<file path="src/rtl/uart_irq_pkg.sv">
package uart_irq_pkg;

    typedef enum logic [2:0] {
        ID_MODEM   = 3'b000,
        ID_THRE    = 3'b001,
        ID_RDA     = 3'b010,
        ID_LINE    = 3'b011,
        ID_TIMEOUT = 3'b110
    } irq_id_e;

    typedef struct packed {
        logic pd;
        logic ms;
        logic ls;
        logic thre;
        logic rda;
    } irq_en_t;

    typedef struct packed {
        logic       fifo_en;
        logic       dma;
        logic [1:0] trig;
    } fifo_cfg_t;

    typedef struct packed {
        logic    pend;
        irq_id_e id;
    } irq_sel_t;

    localparam int FLG_LINE  = 0;
    localparam int FLG_THRE  = 1;
    localparam int FLG_MODEM = 2;
    localparam int NUM_FLAGS = 3;

    function automatic logic [31:0] trig_depth(input logic [1:0] code);
        case (code)
            2'b00:   return 32'd1;
            2'b01:   return 32'd4;
            2'b10:   return 32'd8;
            default: return 32'd14;
        endcase
    endfunction

    function automatic irq_en_t decode_ier(input logic [7:0] w);
        irq_en_t e;
        e.pd   = w[5];
        e.ms   = w[3];
        e.ls   = w[2];
        e.thre = w[1];
        e.rda  = w[0];
        return e;
    endfunction

    function automatic logic [7:0] encode_iir(input irq_sel_t s, input logic fen);
        return {{2{fen}}, 2'b00, s.id, s.pend};
    endfunction

endpackage

</file>
<file path="src/rtl/uart_irq_cfg.sv">
module uart_irq_cfg
    import uart_irq_pkg::*;
(
    input  logic       clk,
    input  logic       rst,
    input  logic       ier_we,
    input  logic       fcr_we,
    input  logic [7:0] wdata,
    output irq_en_t    en_q,
    output fifo_cfg_t  fcfg_q,
    output logic       rx_rst_q,
    output logic       tx_rst_q
);
    logic unused_wdata_b4;
    assign unused_wdata_b4 = wdata[4];

    always_ff @(posedge clk) begin
        if (rst) begin
            en_q     <= '0;
            fcfg_q   <= '0;
            rx_rst_q <= 1'b0;
            tx_rst_q <= 1'b0;
        end else begin
            rx_rst_q <= fcr_we & wdata[1];
            tx_rst_q <= fcr_we & wdata[2];
            if (ier_we) en_q <= decode_ier(wdata);
            if (fcr_we) begin
                fcfg_q.fifo_en <= wdata[0];
                fcfg_q.dma     <= wdata[3];
                fcfg_q.trig    <= wdata[7:6];
            end
        end
    end
endmodule

</file>
<file path="src/rtl/uart_irq_flag.sv">
module uart_irq_flag (
    input  logic clk,
    input  logic rst,
    input  logic set_i,
    input  logic clr_i,
    output logic pend_o
);
    always_ff @(posedge clk) begin
        if (rst)        pend_o <= 1'b0;
        else if (set_i) pend_o <= 1'b1;
        else if (clr_i) pend_o <= 1'b0;
    end
endmodule

</file>
<file path="src/rtl/uart_irq_rx_timer.sv">
module uart_irq_rx_timer #(
    parameter int TO_CHARS = 4
) (
    input  logic clk,
    input  logic rst,
    input  logic arm_i,
    input  logic restart_i,
    input  logic tick_i,
    output logic expired_o
);
    localparam int TO_W = $clog2(TO_CHARS + 1);
    localparam logic [TO_W-1:0] LIMIT = TO_W'(TO_CHARS);

    logic [TO_W-1:0] cnt_q;

    always_ff @(posedge clk) begin
        if (rst || !arm_i || restart_i) cnt_q <= '0;
        else if (tick_i && cnt_q != LIMIT) cnt_q <= cnt_q + 1'b1;
    end

    assign expired_o = (cnt_q == LIMIT);
endmodule

</file>
<file path="src/rtl/uart_irq_arb.sv">
module uart_irq_arb
    import uart_irq_pkg::*;
#(
    parameter int CNT_W = 5
) (
    input  irq_en_t          en,
    input  fifo_cfg_t        fcfg,
    input  logic [CNT_W-1:0] rx_count,
    input  logic             line_p,
    input  logic             thre_p,
    input  logic             modem_p,
    input  logic             timeout_p,
    output irq_sel_t         sel
);
    logic [31:0] level;
    logic        rda_p;
    logic        to_p;

    assign level = 32'(rx_count);
    assign rda_p = fcfg.fifo_en ? (level >= trig_depth(fcfg.trig)) : (rx_count != '0);
    assign to_p  = fcfg.fifo_en & timeout_p;

    always_comb begin
        sel.pend = 1'b1;
        sel.id   = ID_MODEM;
        if (en.ls && line_p)         sel.id = ID_LINE;
        else if (en.rda && rda_p)    sel.id = ID_RDA;
        else if (en.rda && to_p)     sel.id = ID_TIMEOUT;
        else if (en.thre && thre_p)  sel.id = ID_THRE;
        else if (en.ms && modem_p)   sel.id = ID_MODEM;
        else                         sel.pend = 1'b0;
    end
endmodule

</file>
<file path="src/rtl/uart_irq_ident.sv">
module uart_irq_ident
    import uart_irq_pkg::*;
#(
    parameter int CNT_W    = 5,
    parameter int TO_CHARS = 4
) (
    input  logic             clk,
    input  logic             rst,
    input  logic             ier_we,
    input  logic             fcr_we,
    input  logic [7:0]       wdata,
    input  logic             pd_mcr,
    input  logic [CNT_W-1:0] rx_count,
    input  logic             char_tick,
    input  logic             rx_char_evt,
    input  logic             rx_rd,
    input  logic             line_err_evt,
    input  logic             lsr_rd,
    input  logic             thr_empty_evt,
    input  logic             thr_wr,
    input  logic             modem_chg_evt,
    input  logic             msr_rd,
    input  logic             iir_rd,
    output logic             irq,
    output logic [7:0]       iir,
    output logic             rx_fifo_rst,
    output logic             tx_fifo_rst,
    output logic             dma_mode,
    output logic             pd_active
);
    irq_en_t   en_q;
    fifo_cfg_t fcfg_q;
    irq_sel_t  sel;
    logic      timeout_p;

    logic [NUM_FLAGS-1:0] flg_set;
    logic [NUM_FLAGS-1:0] flg_clr;
    logic [NUM_FLAGS-1:0] flg_pend;

    uart_irq_cfg u_cfg (
        .clk      (clk),
        .rst      (rst),
        .ier_we   (ier_we),
        .fcr_we   (fcr_we),
        .wdata    (wdata),
        .en_q     (en_q),
        .fcfg_q   (fcfg_q),
        .rx_rst_q (rx_fifo_rst),
        .tx_rst_q (tx_fifo_rst)
    );

    assign flg_set[FLG_LINE]  = line_err_evt;
    assign flg_clr[FLG_LINE]  = lsr_rd;
    assign flg_set[FLG_THRE]  = thr_empty_evt;
    assign flg_clr[FLG_THRE]  = thr_wr | (iir_rd & sel.pend & (sel.id == ID_THRE));
    assign flg_set[FLG_MODEM] = modem_chg_evt;
    assign flg_clr[FLG_MODEM] = msr_rd;

    for (genvar g = 0; g < NUM_FLAGS; g++) begin : g_flag
        uart_irq_flag u_flag (
            .clk    (clk),
            .rst    (rst),
            .set_i  (flg_set[g]),
            .clr_i  (flg_clr[g]),
            .pend_o (flg_pend[g])
        );
    end

    uart_irq_rx_timer #(.TO_CHARS(TO_CHARS)) u_timer (
        .clk       (clk),
        .rst       (rst),
        .arm_i     (fcfg_q.fifo_en && (rx_count != '0)),
        .restart_i (rx_char_evt | rx_rd),
        .tick_i    (char_tick),
        .expired_o (timeout_p)
    );

    uart_irq_arb #(.CNT_W(CNT_W)) u_arb (
        .en        (en_q),
        .fcfg      (fcfg_q),
        .rx_count  (rx_count),
        .line_p    (flg_pend[FLG_LINE]),
        .thre_p    (flg_pend[FLG_THRE]),
        .modem_p   (flg_pend[FLG_MODEM]),
        .timeout_p (timeout_p),
        .sel       (sel)
    );

    assign iir       = encode_iir(sel, fcfg_q.fifo_en);
    assign irq       = sel.pend;
    assign dma_mode  = fcfg_q.dma;
    assign pd_active = en_q.pd & pd_mcr;
endmodule

</file>
<file path="config.mk">
export PLATFORM = sky130hd
export DESIGN_NAME = uart_irq_ident
export DESIGN_NICKNAME = d
export VERILOG_FILES = /design/src/rtl/uart_irq_pkg.sv /design/src/rtl/uart_irq_cfg.sv /design/src/rtl/uart_irq_flag.sv /design/src/rtl/uart_irq_rx_timer.sv /design/src/rtl/uart_irq_arb.sv /design/src/rtl/uart_irq_ident.sv
export SDC_FILE = /design/constraint.sdc
export NUM_CORES = 1
export LEC_CHECK = 0
export ABC_AREA = 1
export BUFFER_PORTS_ARGS = -buffer_cell sky130_fd_sc_hd__buf_2
export CELL_PAD_IN_SITES_DETAIL_PLACEMENT = 0
export CELL_PAD_IN_SITES_GLOBAL_PLACEMENT = 1
export CORE_UTILIZATION = 28
export CTS_CLUSTER_DIAMETER = 30
export DETAILED_ROUTE_END_ITERATION = 12
export PLACE_DENSITY = 0.79
export SLEW_MARGIN = 20
export SYNTH_ARGS = -nofsm -noshare
export SYNTH_HDL_FRONTEND = slang
export SYNTH_SLANG_ARGS = --single-unit
</file>
<file path="constraint.sdc">
create_clock -name clk -period 1.4 [get_ports clk]
set_input_delay 0.21 -clock clk [delete_from_list [all_inputs] [get_ports clk]]
set_output_delay 0.21 -clock clk [all_outputs]
set_load 0.02 [all_outputs]
</file>
# --- Word level (Yosys, flattened, before mapping) ---
# Cells that the tools add are included.
totals:
  regBits: 17
  latchBits: 0
  ramBits: 0
  rom_bits: 0
  mem_count: 0
op_classes:
  addsub: 1
  n_mul: 0
  div_mod_pow: 0
  magnitude_cmp: 1
  n_eq_ne: 5
  shift: 0
  mux: 17
  bitwise_logic: 8
  n_reduce_logical: 15
op_table:
  columns: ["op", "n"]
  rows:
  - ["$mux W1", 13]
  - ["$pmux W4 S3", 1]
  - ["$mux W3", 3]
  - ["$logic_and A1 B1 Y1", 7]
  - ["$and A1 B1 Y1", 6]
  - ["$reduce_bool A2 Y1", 3]
  - ["$ge A5 B4 Y1", 1]
  - ["$reduce_bool A5 Y1", 1]
  - ["$add A3 B1 Y3 const B", 1]
  - ["$eq A3 B1 Y1 const B", 1]
  - ["$eq A3 B3 Y1 const B", 1]
  - ["$ne A3 B3 Y1 const B", 1]
  - ["$eq A2 B1 Y1 const B", 1]
  - ["$eq A2 B2 Y1 const B", 1]
  - ["$logic_not A2 Y1", 1]
  - ["$logic_or A1 B1 Y1", 2]
  - ["$or A1 B1 Y1", 2]
  - ["$logic_not A1 Y1", 1]

# --- Logic depth before layout (Yosys ltp) ---
# Gate-level depths: netlist of the first run.
depth:
  word_depth: 12
  ltp_mapped: 11

# --- By module ---
# Synthesis of the first run repeated with hierarchy kept, for this count alone.
hier_totals:
  cells_unflattened: 167
  hier_area_um2: 1037.2
modules_own_cells:
  columns: ["mod", "instances", "cells_per_inst", "area_each_um2", "seq_area_each_um2"]
  rows:
  - ["uart_irq_cfg", 1, 60, 415.4, 220.2]
  - ["uart_irq_arb", 1, 44, 219.0, 0.0]
  - ["uart_irq_rx_timer", 1, 30, 193.9, 60.1]
  - ["uart_irq_flag", 3, 5, 40.0, 20.0]
  - ["uart_irq_ident", 1, 18, 88.8, 0.0]

# --- Least setup slack after synthesis of the first run ---
# OpenSTA, ideal clock, no wires.
synth_path:
  path_type: "reg2out"
  startpoint: "register, netlist name u_cfg.fcfg_q[0]"
  endpoint: "output port iir[0]"
  arrival_time_ns: 1.527
  required_ns: 1.190
  slack_ns: -0.337
  stages_incl_launch_ff: 11
  n_path_buf: 1
  cell_sequence: "dfxtp_1 inv_1 ha_1 nand2_1 nand3b_1 nand3_1 nand2_2 nand2_2 nor2_2 nand3_1 buf_4"
synth_via:
  elab_chain_cells: 7
synth_rtl:
  columns: ["element", "line", "text"]
  rows:
  - ["$eq A2 B2 Y1 (tied with other cells)", "uart_irq_pkg.sv:36", "case (code)"]
  - ["$pmux W4 S3 (*)", "uart_irq_pkg.sv:36", null]
  - ["$ge A5 B4 Y1 (*)", "uart_irq_arb.sv:20", "assign rda_p = fcfg.fifo_en ? (level >= trig_depth(fcfg.trig)) : (rx_count != '0);"]
  - ["$mux W1 (*)", "uart_irq_arb.sv:20", null]
  - ["$logic_and A1 B1 Y1 (*)", "uart_irq_arb.sv:27", "else if (en.rda && rda_p) sel.id = ID_RDA;"]
  - ["$mux W1 (*)", "uart_irq_arb.sv:27", null]
  - ["$mux W1 (*)", "uart_irq_arb.sv:26", "if (en.ls && line_p) sel.id = ID_LINE;"]
  - ["end, declared", "uart_irq_ident.sv:25", "output logic [7:0] iir,"]
# Mark *: on every way between the ends. The rest lies on a longest branch, timed or not.

# --- Final worst setup path of the first run ---
layout_path:
  startpoint: "register, netlist name u_cfg.fcfg_q[1]"
  endpoint: "output port irq"
layout_via:
  elab_chain_cells: 7
layout_rtl:
  columns: ["element", "line", "text"]
  rows:
  - ["$eq A2 B2 Y1 (tied with other cells)", "uart_irq_pkg.sv:36", null]
  - ["$pmux W4 S3 (*)", "uart_irq_pkg.sv:36", null]
  - ["$ge A5 B4 Y1 (*)", "uart_irq_arb.sv:20", null]
  - ["$mux W1 (*)", "uart_irq_arb.sv:20", null]
  - ["$logic_and A1 B1 Y1 (*)", "uart_irq_arb.sv:27", null]
  - ["$mux W1 (*)", "uart_irq_arb.sv:27", null]
  - ["$mux W1 (*)", "uart_irq_arb.sv:26", null]
  - ["end, declared", "uart_irq_ident.sv:24", "output logic irq,"]
# Marked as above.

==> metrics.cfg, run 1 <==
[sta]
hold_slack_ps = 109.0
min_period_ps = 1954
slew_violations = 0
hold_viol = 0
setup_tns_ps = -2559
clock_skew_ps = 2.752
rsz0062_at_grt = true
clock.fmax_mhz = 511.7
min_period_over_period_pct = 139.6
finalWorstSetupSlack_ps = -554.4
setup_violations = 5

[yosys]
synth.top_cell.area_share_pct = 37.31
yosysSeqAreaShare_pct = 37.31
synth_area_leaders = dfxtp_1, nor2_1, inv_1
synth_warnings = 0
post_synth_most_frequent_cells = nor2_1, inv_1, dfxtp_1, nand2_1, o21ai_0
syn_area_per_cell_sq_um = 7.071
syn-cell-area_sq_um = 912.1
syn_inst = 129
ys_seq_elements = 17
synth_edf_count = 0
synth_cell_types = 22
synth_async_sr_flop_share_pct = 0
yosysMostFrequentCell = nor2_1
postSynth.topFlopCell = dfxtp_1
yosys.area.top_type = dfxtp_1

[drt]
wl_um = 1941
drtIter0Drc = 18
avgRoutedWirePerCell_um = 8.904
drc = 0
firstDrtPassIters = 4
vias_per_cell = 4.119
vias = 898
ant_nets = 0

[pwr]
total_power_mw = 1.052
powerDensity_nw_per_um2 = 823.9
max-vdd-ir-drop_mv = 0.5087
p_leak_nw = 0.6581

[placement]
port_buffers = 37
dp_cells = 214
gp_congestion = 0.7522
place_ws_ps = -219.6
dpl_cell_area_sq_um = 1199
hpwlAfterDp_um = 1602

[run]
max_cap_viol_count = 0

[finish]
final_layout_size_suffix_gt1_share_pct = 37.93
multi_input_area_sq_um = 485.5
area_growth_pct = 39.92
final_area_sq_um = 1276
regArea_sq_um = 342.8
final_cells = 218
fin_nets = 209
nFillCells = 328
fin_util_pct = 41.46
antennaDiodeCount = 0

[clock_tree]
cts.clk_slew.worst_paths_ps = 110
root_buffer = clkbuf_4
cts_buffers = 3
postCtsSetupBuffers = 0
cts_tree = yes
cts_max_path_buffers = 2
htree_levels = 1
clock_sinks = 17
clk_latency_ps = 300

[die]
fp.dieArea_sq_um = 3490
row_count = 20
num_io_pins = 41
die_width_um = 59.08
die_h_um = 59.08
start_util_pct = 29.63
fp.coreArea_sq_um = 3078

[global_route]
grt.total_usage_pct = 11.90
antenna_found_initial = 0
grt_pass1_wl_um = 3229
grt_pass1_vias = 830
grt_max_degree = 12
grt-ovfl-total = 0

[worst_setup_path]
r2r_start = u_cfg.fcfg_q[1]
setup.worst_path.start = u_cfg.fcfg_q[1]
critPathLaunchType = flip-flop
critical_path_class = reg -> out
worstPathArrival_ps = 1740
worstSetupEndpointType = output port
worstPathMaxFanout = 3
crit_required_ps = 1190

[run_status]
violations = negative setup slack
status = finished, violations left

[hold_path]
hold_path_class = in -> reg
worstHoldStart = modem_chg_evt

kinds of logic (layout without fill, tap and decap cells):
group | after synthesis | after routing | synth area share, %
compound gates | 18 | 18 | 10.56
xor+xnor | 1 | 1 | 0.9604
fa+ha+maj | 6 | 6 | 8.230
buf+inv | 28 | 72 | 13.58
flops | 17 | 17 | 37.31
other cells | 1 | 2 | 0.4111
simple gates | 58 | 58 | 28.94
where the power goes:
group / switching (mW) / total, mW / internal, mW / leakage (nW)
clock network: 0.173 / 0.282 / 0.109 / 0.0139
registers: 0.0133 / 0.524 / 0.511 / 0.141
logic: 0.135 / 0.246 / 0.111 / 0.503
critical path, cell delays in order, from the launching register on:
cell      delay (ps)
dfxtp_2          350
inv_1             50
ha_1             260
inv_1             70
nor2_2            40
nand3b_1          70
nand3_1           80
nand2_2          120
nand2_4           70
nor2_4            90
nand3_2          100
buf_6            150
layout by cell type (no fill, tap or decap), drive strengths merged, types with 2 or more instances in the layout:
master and n:
buf 45, nor2 27, inv 23, nand2 19
dfxtp 17, o21ai 9, a21oi 8, nand3 7
ha 6, clkbuf 3, nor3 2, conb 2
state kept, by name, indices dropped and copies added, names as in the netlist:
register / flops
u_cfg.en_q: 5
u_cfg.fcfg_q: 4
g_flag.u_flag.pend_o: 3
u_timer.cnt_q: 3
u_cfg.rx_rst_q: 1
u_cfg.tx_rst_q: 1
per-layer routing:
| metal | GRT usage, % | vias up | share of wire (%) |
|---|---|---|---|
| li1 | - | 484 | - |
| met2 | 21.43 | 25 | 48 |
| met4 | 1.020 | 0 | 0 |
| met5 | 0 | - | 0 |
| met1 | 14.36 | 389 | 46 |
| met3 | 3.712 | 0 | 6.0 |
path summary, 6_finish.rpt:
path	endpoint	slack, ps	cells past startpoint
setup / recovery	irq	-550	11
hold / removal	g_flag[2].u_flag.pend_o	110	3
hold reg to reg	g_flag[2].u_flag.pend_o	510	2
setup reg to reg	g_flag[1].u_flag.pend_o	60	10
layout make-up:
cell class	count	area share, %
well taps	44	4.314
inverters	23	6.765
clock inverters	1	0.5882
multi-input cells	85	38.04
flip-flops and latches	17	26.86
clock buffers	3	1.765
repair buffers	45	21.67
what timing repair did:
action,in CTS,in global routing
endpoints found under the setup margin,5,6
cloned,0,0
gates resized for setup,7,7
pin swaps,1,1
hold buffers,0,0
(Power assumes the default switching activity.)
==> run 2, diff against run 1 <==
CORE_MARGIN = 3   (was not set)
==> run 2 against run 1 <==
Compared with the run above:
- the run still ends with negative setup slack left
- cell count is 1.4% higher
- combinational power is 7% higher
- sequential power hardly changed
- core utilization is 1.7 points higher
- critical path depth is 1 lower
- clock skew is 1.7 ps lower
- clock power is 11% lower
- count of clock-buffer cells in the layout stayed put
- hold slack better by 18 ps
- setup slack better by 7.1 ps
- cell area is 4.0% higher
- wire length is 5.6% higher
- critical path type unchanged
- largest cell class unchanged
- largest power group unchanged
- highest routed layer is now met4
==> metrics.cfg, run 2 (synthesized netlist as in run 1, its figures left out) <==
[run_status]
status = finished, violations left
violations = negative setup slack

[clock_tree]
htree_levels = 1  ; unchanged
cts_max_path_buffers = 2  ; unchanged
cts.clk_slew.worst_paths_ps = 100  ; about the same
hold_buffers = 0  ; unchanged
clock_sinks = 17  ; unchanged
root_buffer = clkbuf_4
clk_latency_ps = 280  ; -20 ps
cts_tree = yes
cts_buffers = 3  ; unchanged

[die]
die_width_um = 63.08  ; +6.8%
row_count = 20  ; unchanged
fp.coreArea_sq_um = 3078  ; unchanged
start_util_pct = 29.63  ; unchanged
num_io_pins = 41  ; unchanged
fp.dieArea_sq_um = 3978  ; +14%
die_h_um = 63.08  ; +6.8%

[sta]
clock_skew_ps = 1.060  ; -1.693 ps
min_period_over_period_pct = 139.1  ; -0.51 points
rsz0062_at_grt = true
slew_violations = 0  ; unchanged
setup_violations = 6  ; +1
clock.fmax_mhz = 513.5  ; +0.36%
min_period_ps = 1947  ; -7.082 ps
finalWorstSetupSlack_ps = -547.3  ; +7.082 ps
setup_tns_ps = -2635  ; -75.76 ps
hold_viol = 0  ; unchanged

[drt]
m1WireLength_um = 951  ; +7.3%
vias_per_cell = 4.095  ; -0.59%
firstDrtPassIters = 3  ; -1
drtIter0Drc = 12  ; -6
ant_nets = 0  ; unchanged
avgRoutedWirePerCell_um = 9.271  ; +4.1%
wl_um = 2049  ; +5.6%
top_layer_used = met4
wl_met3_um = 128  ; +10%
drc = 0  ; unchanged
vias = 905  ; +0.78%
wl_met2_um = 962  ; +2.6%

[finish]
antennaDiodeCount = 0  ; unchanged
fin_nets = 212  ; +1.4%
final_cell_mix = buf_2, nor2_1, inv_1
reg.largest.list = u_cfg.en_q x5, u_cfg.fcfg_q x4
nFillCells = 344  ; +4.9%
final_area_sq_um = 1328  ; +4.0%
area_growth_pct = 45.54
final_cells = 221  ; +1.4%
largest_reg_flops = 5  ; unchanged
final_layout_size_suffix_gt1_share_pct = 43.50  ; +5.6 points
final_common_cell = buf_2
regMostFlops = u_cfg.en_q
fin_util_pct = 43.13  ; +1.7 points

[pwr]
max-vdd-ir-drop_mv = 0.4347  ; -15%
p_int_mw = 0.7399  ; +1.4%
clock_power_share_pct = 24.2  ; -2.6 points
p_sw_share_pct = 28.93  ; -1.7 points
p_comb_share_pct = 25.3  ; +1.9 points
p_leak_nw = 0.6725  ; +2.2%
powerDensity_nw_per_um2 = 784.2  ; -4.8%
p_seq_share_pct = 50.5  ; +0.7 points
switchingPower_mw = 0.3011  ; -6.4%

[global_route]
grt_max_degree = 11  ; -1
grt.total_usage_pct = 10.26  ; -1.6 points
grt_pass1_vias = 838  ; +0.96%
grt_pass1_wl_um = 3325  ; +3.0%
grt-ovfl-total = 0  ; unchanged
antenna_found_initial = 0  ; unchanged

[placement]
hpwlAfterDp_um = 1669  ; +4.2%
dpl_cell_area_sq_um = 1199  ; unchanged
port_buffers = 37  ; unchanged
place_ws_ps = -230.0  ; -10.37 ps
dp_cells = 214  ; unchanged
gp_congestion = 0.7788  ; +3.5%

[worst_setup_path]
worstPathArrival_ps = 1740  ; about the same
worstPathMaxFanout = 3  ; unchanged
regToRegSetupSlack_ps = -200  ; -260 ps
crit_required_ps = 1190  ; about the same
crit_chain = inv_2 > ha_4 > inv_2 > nor2_2 > nand3b_1 > nand3_1 > nand2_2 > buf_4 > and3_4 > buf_6
cp_slowest_stage_delay_ps = 370  ; +20 ps
worstSetupEndpointType = output port
cpMaxStageDelayCell = dfxtp_2
critPathLaunchType = flip-flop
critical_path_class = reg -> out
cp_common_cell = inv_2

[run]
max_cap_viol_count = 0  ; unchanged

[hold_path]
hold_path_class = in -> reg

[run 2: metal layers]
layer / global-route usage, % / up-vias
li1: - / 496
met1: 12.68 / 383
met2: 17.13 / 24
met3: 2.317 / 2
met4: 4.132 / 0
met5: 0 / -
[run 2: stage by stage]
stage | power [mW] | hold slack [ps]
5_1_grt | 1.113 | 116.1
3_5_place_dp | 0.7590 | 423.0
6_report | 1.041 | 127.3
2_1_floorplan | 0.6781 | 272.4
4_1_cts | 1.033 | 117.7
3_3_place_gp | 0.7536 | 414.4
[run 2: worst max-delay path: cells and delay by family, from the launching register on]
| kind | cells | cell delay [ps] |
|---|---|---|
| adder cells (fa/ha/maj) | 1 | 260 |
| AND/OR/NAND/NOR | 5 | 490 |
| buffers and inverters | 4 | 340 |
| flip-flops | 1 | 370 |
[run 2: power by group through the flow]
| stage | sequential [mW] | clock (mW) | combinational [mW] |
|---|---|---|---|
| 2_1_floorplan | 0.538 | 0 | 0.140 |
| 3_3_place_gp | 0.534 | 0 | 0.219 |
| 3_5_place_dp | 0.535 | 0 | 0.224 |
| 4_1_cts | 0.524 | 0.264 | 0.244 |
| 5_1_grt | 0.529 | 0.287 | 0.297 |
| 6_report | 0.525 | 0.252 | 0.264 |
[run 2: path summary, 6_finish.rpt]
path,end,from,depth (start not counted)
hold / removal,g_flag[0].u_flag.pend_o,line_err_evt,3
setup / recovery,iir[3],u_cfg.fcfg_q[1],10
setup reg to reg,g_flag[1].u_flag.pend_o,u_cfg.fcfg_q[1],12
hold reg to reg,g_flag[0].u_flag.pend_o,g_flag[0].u_flag.pend_o,2
[run 2: area by class of cell]
| type | instances | area [sq um] | area share [%] |
|---|---|---|---|
| well taps | 44 | 55.05 | 4.147 |
| clock buffers | 3 | 22.52 | 1.697 |
| inverters | 23 | 86.33 | 6.503 |
| multi-input cells | 85 | 520.5 | 39.21 |
| clock inverters | 1 | 5.005 | 0.3770 |
| flip-flops and latches | 17 | 342.8 | 25.82 |
| repair buffers | 48 | 295.3 | 22.24 |
[run 2: what timing repair did]
| item | 4_1_cts | 5_1_grt |
|---|---|---|
| setup endpoints to repair | 5 | 6 |
| gates resized for setup | 10 | 11 |
| pin swaps | 3 | 6 |
| setup buffers | 1 | 2 |
==> run 3, diff against run 2 <==
ABC_AREA = not set   (was 1)
PLACE_DENSITY = 0.77   (was 0.79)
==> run 3 against run 2 <==
Compared with the run above:
- the run still ends with negative setup slack left
- hold slack about the same
- non-clock buffer count unchanged
- critical path depth down 3
- die area down 4.5%
- synthesized cell count down 23%
- via count down 11%
- global-route usage up 0.54 points
- register-to-register slack better by 130 ps
- synthesized area down 4.9%
- critical endpoint is now iir[1]
- count of clock-buffer cells in the layout unchanged
- sequential power about the same
==> metrics.cfg, run 3 <==
[yosys]
post_synth_most_frequent_cells = dfxtp_1, nor2_1, mux2i_1, inv_1, ha_1
yosysSeqAreaShare_pct = 39.25  ; +1.9 points
syn_inst = 99  ; -23%
synth_edf_count = 0  ; unchanged
synth_async_sr_flop_share_pct = 0  ; unchanged
syn-cell-area_sq_um = 867.1  ; -4.9%
synth_area_leaders = dfxtp_1, mux2i_1, ha_1
yosys.area.top_type = dfxtp_1
ys_seq_elements = 17  ; unchanged
synth.top_cell.area_share_pct = 39.25  ; +1.9 points
synth_warnings = 0  ; unchanged
postSynth.topFlopCell = dfxtp_1
synth_cell_types = 27  ; +23%
syn_area_per_cell_sq_um = 8.758  ; +24%

[sta]
finalWorstSetupSlack_ps = -671.2  ; -123.9 ps
slew_violations = 0  ; unchanged
clock_skew_ps = 7.910  ; +6.850 ps
setup_violations = 6  ; unchanged
rsz0062_at_grt = true
setup_tns_ps = -3058  ; -423.4 ps
clock.fmax_mhz = 482.8  ; -6.0%
hold_viol = 0  ; unchanged
min_period_over_period_pct = 147.9  ; +8.8 points
min_period_ps = 2071  ; +123.9 ps
hold_slack_ps = 127.5  ; +0.1720 ps

[placement]
gp_congestion = 0.7617  ; -2.2%
port_buffers = 37  ; unchanged
hpwlAfterDp_um = 1734  ; +3.9%
dpl_cell_area_sq_um = 1161  ; -3.1%

[finish]
largest_reg_flops = 5  ; unchanged
final_area_sq_um = 1246  ; -6.1%
final_common_cell = buf_2
reg.largest.list = u_cfg.en_q x5, u_cfg.fcfg_q x4
area_growth_pct = 43.72
final_layout_size_suffix_gt1_share_pct = 46.53  ; +3.0 points
antennaDiodeCount = 0  ; unchanged
nFillCells = 299  ; -13%
fin_util_pct = 43.68  ; +0.55 points
regMostFlops = u_cfg.en_q
final_cell_mix = buf_2, nor2_1, dfxtp_1
fin_nets = 179  ; -16%

[global_route]
grt_pass1_wl_um = 3118  ; -6.2%
grt-ovfl-total = 0  ; unchanged
grt.total_usage_pct = 10.80  ; +0.54 points
grt_max_degree = 15  ; +4
grt_pass1_vias = 771  ; -8.0%
antenna_found_initial = 0  ; unchanged

[die]
fp.dieArea_sq_um = 3801  ; -4.5%
fp.coreArea_sq_um = 2853  ; -7.3%
die_width_um = 61.65  ; -2.3%
row_count = 19  ; -5.0%
start_util_pct = 30.39  ; +0.76 points
die_h_um = 61.65  ; -2.3%
num_io_pins = 41  ; unchanged

[worst_setup_path]
critPathTopFamily = compound AO/OA/AOI/OAI gates
critPathLaunchType = flip-flop
path_depth = 7  ; -3
crit_required_ps = 1190  ; about the same
worstPathArrival_ps = 1860  ; +120 ps
critical_path_class = reg -> out
cpMaxStageDelayCell = dfxtp_2
regToRegSetupSlack_ps = -70  ; +130 ps
cp_slowest_stage_delay_ps = 360  ; about the same
worstPathMaxFanout = 4  ; +1
critPathBufInv = 1  ; -3
reg2regPathDepth = 6  ; -6
crit_chain = nor2_2 > ha_1 > o21ai_2 > a21oi_2 > o311ai_4 > a32o_2 > buf_6
worstSetupEndpointType = output port

[hold_path]
hold_path_class = in -> reg
hold_depth = 3  ; unchanged

[drt]
wl_um = 2073  ; +1.2%
vias = 804  ; -11%
vias_per_cell = 4.594  ; +12%
firstDrtPassIters = 4  ; +1
avgRoutedWirePerCell_um = 11.85  ; +28%
drc = 0  ; unchanged
ant_nets = 0  ; unchanged
drtIter0Drc = 34  ; +22

[pwr]
max-vdd-ir-drop_mv = 0.2451  ; -44%
p_leak_nw = 0.6374  ; -5.2%
powerDensity_nw_per_um2 = 821.8  ; +4.8%
total_power_mw = 1.024  ; -1.6%

[clock_tree]
htree_levels = 1  ; unchanged
hold_buffers = 0  ; unchanged
root_buffer = clkbuf_4
clk_latency_ps = 290  ; about the same
cts_tree = yes
cts.clk_slew.worst_paths_ps = 110  ; about the same
clock_sinks = 17  ; unchanged
cts_max_path_buffers = 2  ; unchanged
cts_buffers = 3  ; unchanged

[run_status]
violations = negative setup slack
status = finished, violations left

[run]
max_cap_viol_count = 0  ; unchanged

[run 3: cell types whose count changed in the layout (fill, tap and decap cells not counted), sizes merged, moves of 2 or more]
| cell | change |
|---|---|
| a21oi | -4 |
| and2 | +2 |
| and3b | +2 |
| inv | -15 |
| mux2i | +10 |
| nand2 | -14 |
| nand3 | -5 |
| nor2 | -10 |
| o21ai | -6 |
[run 3: timing repair]
item / CTS / global route
buffers inserted: 1 / 0
pin swaps: 6 / 2
setup endpoints to repair: 8 / 8
hold endpoints to repair: 0 / 0
cloned: 0 / 0
gates resized for setup: 14 / 1
[run 3: report_power, final]
part | total, mW | switching, mW | internal (mW)
registers | 0.525 | 0.0175 | 0.508
logic | 0.228 | 0.117 | 0.110
clock network | 0.271 | 0.163 | 0.108
total | 1.02 | 0.298 | 0.727
[run 3: kinds of logic after synthesis]
kind of cell             synth area share (%)
AND/OR/NAND/NOR                         20.49
flip-flops                              39.25
buffers and inverters                   9.091
AO/OA/AOI/OAI                           9.525
multiplexers                            11.54
adder cells (fa/ha/maj)                 8.658
other                                  0.4325
XOR/XNOR                                1.010
[run 3: layout make-up]
type | count | area (sq um) | area share (%)
flip-flops and latches | 17 | 344.1 | 27.61
clock buffers | 3 | 22.52 | 1.807
multi-input cells | 67 | 516.7 | 41.47
repair buffers | 48 | 286.5 | 22.99
inverters | 8 | 30.03 | 2.410
well taps | 31 | 38.79 | 3.112
clock inverters | 1 | 7.507 | 0.6024
[run 3: routing by layer]
metal / part of all wire, % / track usage (%) / vias to the layer above / wire length, um
met5: 0 / 0 / - / 0
met4: 0 / 2.727 / 0 / 0
met3: 9.3 / 1.887 / 0 / 193
met2: 48 / 19.43 / 36 / 995
met1: 43 / 13.17 / 351 / 885
li1: - / - / 417 / -
[run 3: final timing paths]
| path | from | endpoint |
|---|---|---|
| worst max-delay path | u_cfg.fcfg_q[0] | iir[1] |
| worst min-delay path | modem_chg_evt | g_flag[2].u_flag.pend_o |
| worst min register to register | u_cfg.en_q[4] | u_cfg.en_q[4] |
| worst max register to register | u_cfg.fcfg_q[0] | g_flag[1].u_flag.pend_o |
[run 3: stage by stage]
step | setup WS [ps] | cells
3_3_place_gp | -494.0 | 171
2_1_floorplan | -367.1 | 100
5_1_grt | -773.7 | 175
3_5_place_dp | -495.1 | 171
6_report | -671.2 | 175
4_1_cts | -729.2 | 175
[run 3: worst min-delay path: stages]
cell	delay [ps]
buf_2	70
a21oi_1	30
nor2_1	70
